`src/rtl/it_pred_pkg.sv`:
```
package it_pred_pkg;

    typedef enum logic [3:0] {
        C_EQ = 4'd0,  C_NE = 4'd1,  C_CS = 4'd2,  C_CC = 4'd3,
        C_MI = 4'd4,  C_PL = 4'd5,  C_VS = 4'd6,  C_VC = 4'd7,
        C_HI = 4'd8,  C_LS = 4'd9,  C_GE = 4'd10, C_LT = 4'd11,
        C_GT = 4'd12, C_LE = 4'd13, C_AL = 4'd14, C_NV = 4'd15
    } cond_e;

    typedef struct packed {
        logic n;
        logic z;
        logic c;
        logic v;
    } nzcv_s;

    // Paired codes are inverses; flipping bit 0 turns "then" into "else".
    function automatic cond_e cond_flip(cond_e c, logic inv);
        return cond_e'({c[3:1], c[0] ^ inv});
    endfunction

endpackage

```
`src/rtl/it_cond_eval.sv`:
```
module it_cond_eval
    import it_pred_pkg::*;
(
    input  cond_e cond,
    input  nzcv_s fl,
    output logic  pass
);
    logic base;
    logic n_eq_v;

    always_comb begin
        n_eq_v = (fl.n == fl.v);
        base   = 1'b1;
        case (cond[3:1])
            3'd0: base = fl.z;
            3'd1: base = fl.c;
            3'd2: base = fl.n;
            3'd3: base = fl.v;
            3'd4: base = fl.c & ~fl.z;
            3'd5: base = n_eq_v;
            3'd6: base = ~fl.z & n_eq_v;
            3'd7: base = 1'b1;
            default: base = 1'b1;
        endcase
        // the top pair has no inverse: both codes pass
        pass = (cond[3:1] == 3'd7) ? 1'b1 : (base ^ cond[0]);
    end
endmodule

```
`src/rtl/it_slot_seq.sv`:
```
module it_slot_seq
    import it_pred_pkg::*;
#(
    parameter int SLOTS = 4,
    localparam int LEN_W = (SLOTS > 2) ? $clog2(SLOTS) : 1
) (
    input  logic             clk,
    input  logic             rst,
    input  logic             cmd_valid,
    input  cond_e            cmd_cond,
    input  logic [LEN_W-1:0] cmd_len,
    input  logic [SLOTS-2:0] cmd_pat,
    input  logic             adv,
    output logic             active,
    output logic [LEN_W-1:0] pos,
    output cond_e            cur_cond
);
    typedef struct packed {
        logic             act;
        cond_e            base;
        logic [LEN_W-1:0] pos;
        logic [LEN_W-1:0] last;
        logic [SLOTS-1:0] inv;
    } seq_st_s;

    seq_st_s          st_q, st_d;
    logic [SLOTS-1:0] new_inv;
    logic             accept;

    assign new_inv[0] = 1'b0;
    for (genvar g = 1; g < SLOTS; g++) begin : g_inv
        assign new_inv[g] = cmd_pat[g-1];
    end

    assign accept = cmd_valid & ~st_q.act;

    always_comb begin
        st_d = st_q;
        if (accept) begin
            st_d.act  = 1'b1;
            st_d.base = cmd_cond;
            st_d.pos  = '0;
            st_d.last = cmd_len;
            st_d.inv  = new_inv;
        end else if (st_q.act && adv) begin
            if (st_q.pos == st_q.last) begin
                st_d.act = 1'b0;
                st_d.pos = '0;
            end else begin
                st_d.pos = st_q.pos + 1'b1;
            end
        end
    end

    always_ff @(posedge clk) begin
        if (rst) st_q <= '0;
        else     st_q <= st_d;
    end

    assign active   = st_q.act;
    assign pos      = st_q.pos;
    assign cur_cond = cond_flip(st_q.base, st_q.inv[st_q.pos]);
endmodule

```
`src/rtl/it_pred_unit.sv`:
```
module it_pred_unit
    import it_pred_pkg::*;
#(
    parameter int SLOTS = 4,
    localparam int LEN_W = (SLOTS > 2) ? $clog2(SLOTS) : 1
) (
    input  logic             clk,
    input  logic             rst,
    input  logic             cmd_valid,
    input  logic [3:0]       cmd_cond,
    input  logic [LEN_W-1:0] cmd_len,
    input  logic [SLOTS-2:0] cmd_pat,
    input  logic [3:0]       flags,
    input  logic             adv,
    output logic             blk_active,
    output logic             slot_exec,
    output logic [LEN_W-1:0] slot_pos
);
    cond_e cur_cond;
    logic  pass;
    nzcv_s fl;

    assign fl = nzcv_s'(flags);

    it_slot_seq #(.SLOTS(SLOTS)) u_seq (
        .clk      (clk),
        .rst      (rst),
        .cmd_valid(cmd_valid),
        .cmd_cond (cond_e'(cmd_cond)),
        .cmd_len  (cmd_len),
        .cmd_pat  (cmd_pat),
        .adv      (adv),
        .active   (blk_active),
        .pos      (slot_pos),
        .cur_cond (cur_cond)
    );

    it_cond_eval u_eval (
        .cond(cur_cond),
        .fl  (fl),
        .pass(pass)
    );

    assign slot_exec = blk_active ? pass : 1'b1;
endmodule

```
`config.mk`:
```
export PLATFORM = sky130hd
export DESIGN_NAME = it_pred_unit
export DESIGN_NICKNAME = d
export VERILOG_FILES = /design/src/rtl/it_pred_pkg.sv /design/src/rtl/it_cond_eval.sv /design/src/rtl/it_slot_seq.sv /design/src/rtl/it_pred_unit.sv
export SDC_FILE = /design/constraint.sdc
export NUM_CORES = 1
export LEC_CHECK = 0
export BUFFER_PORTS_ARGS = -buffer_cell sky130_fd_sc_hd__buf_2
export CAP_MARGIN = 5
export CORE_MARGIN = 4
export CORE_UTILIZATION = 47
export CTS_CLUSTER_SIZE = 16
export DETAILED_ROUTE_END_ITERATION = 12
export GPL_ROUTABILITY_DRIVEN = 0
export PLACE_DENSITY_LB_ADDON = 0.15
export SYNTH_ARGS = -nofsm -noshare
export SYNTH_HDL_FRONTEND = slang
export SYNTH_SLANG_ARGS = --single-unit
export TNS_END_PERCENT = 30
```
`constraint.sdc`:
```
create_clock -name clk -period 1.25 [get_ports clk]
set_input_delay 0.0625 -clock clk [delete_from_list [all_inputs] [get_ports clk]]
set_output_delay 0.0625 -clock clk [all_outputs]
set_load 0.01 [all_outputs]
```
# After elaboration in Yosys (flattened, before gate mapping)
# Index checks and enable logic that the tools add are counted.
dict set report op_classes {
  addsub 1
  n_mul 0
  div_mod_pow 0
  order_cmp 1
  n_eq_ne 9
  shift 0
  n_mux 9
  bitwise 7
  n_reduce_logical 6
}
# cell count
set op_table {}
lappend op_table {{$eq A3 B3 Y1 const B} 4}
lappend op_table {{$pmux W1 S8} 1}
lappend op_table {{$eq A3 B2 Y1 const B} 2}
lappend op_table {{$mux W1} 6}
lappend op_table {{$reduce_bool A2 Y1} 2}
lappend op_table {{$and A1 B1 Y1} 3}
lappend op_table {{$eq A3 B1 Y1 const B} 1}
lappend op_table {{$logic_not A3 Y1} 1}
lappend op_table {{$lt A2 B3 Y1 const B} 1}
lappend op_table {{$add A2 B1 Y2 const B} 1}
lappend op_table {{$bmux W1 S2} 1}
lappend op_table {{$eq A2 B2 Y1} 1}
lappend op_table {{$mux W2} 1}
lappend op_table {{$not A1 Y1} 2}
lappend op_table {{$reduce_and A2 Y1} 1}
lappend op_table {{$reduce_or A2 Y1} 1}
lappend op_table {{$xor A1 B1 Y1} 2}
lappend op_table {{$eq A1 B1 Y1} 1}
lappend op_table {{$logic_and A1 B1 Y1} 1}
dict set report totals {
  reg_bits 12
  latchBits 0
  ramBits 0
  rom_bits 0
  word_cells 38
  mem_count 0
}

# Longest topological paths before layout
dict set report logic_depth {
  word_depth 6
  ltp_mapped 6
  depth_no_buf 5
}

# By module
# From an unflattened synthesis, not the netlist that was laid out.
dict set report hier_totals {
  hier_cells 84
  hier_area_um2 693.2
}
# mod n_inst cells_each area_per_inst_um2 seq_area_each_um2
set by_module_without_submodules {}
lappend by_module_without_submodules {it_slot_seq 1 65 539.3 240.2}
lappend by_module_without_submodules {it_cond_eval 1 18 147.6 0.0}
lappend by_module_without_submodules {it_pred_unit 1 1 6.3 0.0}

# Worst setup path after synthesis
# Ideal clock, no wire load.
dict set report synth_timing {
  kind {register to output}
  startpoint {register u_seq.st_q (netlist bit u_seq.cur_cond[2])}
  endpoint {output port slot_exec}
  arrival_ns 1.247
  t_required_ns 1.188
  path_slack_ns -0.059
  stages_incl_launch_ff 7
  n_path_buf 1
  cell_sequence {dfxtp_1 > buf_6 > nor3b_1 > a211oi_1 > o22ai_1 > o21ai_2 > mux2i_1}
}
dict set report synth_between {
  elab_chain_cells 5
  elab_cells_between_ends 12
}
# element line_no
set synth_lines {}
lappend synth_lines {{start, declared} it_slot_seq.sv:26} ;# seq_st_s st_q, st_d;
lappend synth_lines {{start signal, assigned} it_slot_seq.sv:57} ;# else st_q <= st_d;
lappend synth_lines {{$eq A3 B3 Y1, or another cell as far along} {it_cond_eval.sv:14, it_cond_eval.sv:26}}
lappend synth_lines {{$pmux W1 S8} it_cond_eval.sv:14} ;# case (cond[3:1])
lappend synth_lines {{$xor A1 B1 Y1} it_cond_eval.sv:26} ;# pass = (cond[3:1] == 3'd7) ? 1'b1 : (base ^ cond[0]);
lappend synth_lines {{$mux W1 (*)} it_cond_eval.sv:26}
lappend synth_lines {{$mux W1 (*)} it_pred_unit.sv:44} ;# assign slot_exec = blk_active ? pass : 1'b1;
lappend synth_lines {{end, declared} it_pred_unit.sv:16} ;# output logic slot_exec,
# Every way passes the cells marked *; elsewhere a longest branch is shown, timed or not.

# Worst setup path in the final report
# Ends and elaborated chain as after synthesis.

==> impl_metrics.json <==
{
  "run_status": "finished with violations",
  "failed_checks": "setup timing",
  "antenna_left": 0,
  "synth_largest_type_area_fraction": 0.372,
  "vdd_ir_drop_max_mv": 0.696,
  "cellPowerDensity_nw_per_um2": 1080,
  "fmax_mhz": 607,
  "final.min_clock_period_ns": 1.65,
  "p_total_mw": 0.893,
  "layout.cells.most_common": "sky130_fd_sc_hd__nand2_1",
  "timing.critical_path.arrival_ns": 1.58,
  "ioPinCount": 21,
  "synth.top_cells.by_area": "sky130_fd_sc_hd__dfxtp_1, sky130_fd_sc_hd__nand2_1, sky130_fd_sc_hd__a21oi_1",
  "layout-area-overhead-vs-synth_pct": 27.5,
  "cts_htree_levels": 1,
  "grt_remaining_overflow": 0,
  "worst_setup_hold_path_clk_slew_ns": 0.07,
  "grtUsageTotal": 0.149,
  "mappedNetlistNets": 102,
  "grt_antenna_before_repair": 0,
  "cts_post_setup_buffers_inserted": 0,
  "crit_required_ns": 1.19,
  "numClockSinks": 12,
  "synth-seq-cells": 12,
  "netlist-cell-type-count": 23,
  "die-height_um": 45.1,
  "synth-compound-area-share": 0.147,
  "worst_hold_path.num_cells": 2,
  "initial_utilization": 0.496,
  "syn_area_per_cell_um2": 7.60,
  "worst_clock_skew_ns": 0.000415,
  "finalHoldViolations": 0,
  "critPathKind": "reg2out",
  "wirelength_mm": 1.33,
  "synth_mux_area_frac": 0.0620,
  "placement.io_buffers": 20,
  "register_to_register_path_depth": 6,
  "synthDominantAreaCellType": "sky130_fd_sc_hd__dfxtp_1",
  "class_of_the_tightest_hold_or_removal_check": "in2reg",
  "highest_count_cells_in_the_layout_ignoring_fill_and_taps": "sky130_fd_sc_hd__nand2_1, sky130_fd_sc_hd__buf_2, sky130_fd_sc_hd__a21oi_1, sky130_fd_sc_hd__dfxtp_1, sky130_fd_sc_hd__buf_4",
  "route.detailed.drc": 0,
  "cts-buffers-inserted": 3,
  "netlist_instances": 85,
  "core_ar_um2": 1300,
  "maximum_number_of_pins_on_one_net_before_global_route_repair": 11,
  "antenna-diode-count": 0,
  "grt_pass1_vias": 542,
  "insertion_delay_ns": 0.27,
  "critical_path.cell_chain": "mux2i_1 > o311a_1 > o21ai_2 > mux2i_2 > buf_2",
  "count_of_standard_cell_rows": 13,
  "final.hold.worst_slack_ns": 0.0169,
  "worst_slew_margin_rel": 0.766,
  "final-setup-viol-count": 1,
  "pre_cts_slack_ns": -0.220,
  "via_count": 611,
  "synth-xor-area-share": 0.0814,
  "timing_worst_slew_pin_value_ns": 0.351,
  "post_drt_wl_per_cell_um": 10.7,
  "grt_setup_unrepaired": "true",
  "simple_gate_share_of_the_synthesized_area": 0.260,
  "synth_fa_ha_area_frac": 0,
  "crit_path_end_kind": "primary output",
  "post_route_cells_drive_above_1_share": 0.349,
  "detailedRoute.firstPassIterationCount": 4,
  "static-leakage-power_nw": 0.369,
  "seq_area_frac_synth": 0.372,
  "cts_hold_buf": 0,
  "max_stage_delay_ns": 0.37,
  "synth_top_family_by_area": "simple AND/OR/NAND/NOR gates",
  "yosys_warnings": 0,
  "final_total_negative_setup_slack_ns": -0.397,
  "timing.final.crit_share": 1.32,
  "cts.path.max_buffers": 2,
  "maxCapViolCount": 0,
  "die-width_um": 45.1,
  "cts_root_buf": "sky130_fd_sc_hd__clkbuf_4",
  "clock_tree_from_tritoncts": "done",
  "syn-cell-area_um2": 646,
  "design.die.area_um2": 2030,
  "cp.depth": 5,
  "fillers": 131,
  "slowest_stage_cell_crit_path": "sky130_fd_sc_hd__dfxtp_4",
  "worst_path_dominant_cell_family": "compound AO/OA/AOI/OAI gates",
  "critical_path.startpoint_type": "flop",
  "dr.first_iter.drc_count": 12,
  "finalMaxSlewViolations": 0,
  "vias_per_cell": 4.93,
  "timing.critical_path.buf_inv": 1,
  "grt_pass1_wl_mm": 2.19,
  "final_net_count": 127,
  "final_core_util": 0.633,
  "crit_fanout": 8,
  "post-route-worst-setup-slack_ns": -0.397
}
path summary, 6_finish.rpt:
path | end | slack [ns] | startpoint
worst max register to register | u_seq.pos[0]$_SDFFE_PP0P_ | 0.10 | u_seq.pos[1]$_SDFFE_PP0P_
worst min-delay path | u_seq.active$_SDFFE_PP0P_ | 0.02 | cmd_valid
worst min register to register | u_seq.st_q[3]$_SDFFE_PP0P_ | 0.46 | u_seq.st_q[3]$_SDFFE_PP0P_
worst max-delay path | slot_exec | -0.40 | u_seq.cur_cond[2]$_SDFFE_PP0P_
through the flow:
stage / area, µm² / cells
6_report: 823 / 124
5_1_grt: 823 / 124
3_5_place_dp: 778 / 120
2_1_floorplan: 649 / 85
4_1_cts: 820 / 124
3_3_place_gp: 778 / 120
layer usage:
layer,GRT usage,routed length (µm)
met1,0.197,619
met2,0.218,585
met3,0.0359,93
met4,0.0877,29
met5,0,0
logic make-up after synthesis:
family,after synthesis
compound gates,16
buf+inv,8
flops,12
simple gates,39
xor+xnor,6
mux,4
timing repair:
| item | in CTS | in global routing |
|---|---|---|
| pin swaps | 2 | 2 |
| setup endpoints to repair | 1 | 1 |
| hold endpoints to repair | 0 | 0 |
| resized for setup | 3 | 2 |
power by group:
group          internal, mW  total [mW]  switching, mW
clock                 0.177       0.302          0.125
combinational        0.0854       0.165         0.0795
sequential            0.404       0.426         0.0218
registers in the layout (all words and copies together) (netlist names):
register / flops
u_seq.active: 1
u_seq.cur_cond: 3
u_seq.pos: 2
u_seq.st_q: 6
final cells by class:
cell class	count	area, µm²	area share
Multi-Input combinational cell	65	362	0.439
Tap cell	15	18.8	0.0228
Clock buffer	4	36.3	0.0441
Timing Repair Buffer	28	160	0.195
Sequential cell	12	246	0.299
Yosys cell counts, drive strengths merged:
cell type  instances
nor2b              2
a21oi              9
mux2i              4
nand2b             2
clkbuf             3
o22ai              1
nor3               1
o21ai              3
a211oi             1
dfxtp             12
nor3b              1
o311a              1
nand3              2
nand3b             1
xnor2              1
nor2               6
buf                5
o21a               1
nand2             24
xor2               5
No activity file was read; power rests on OpenSTA's default activity.
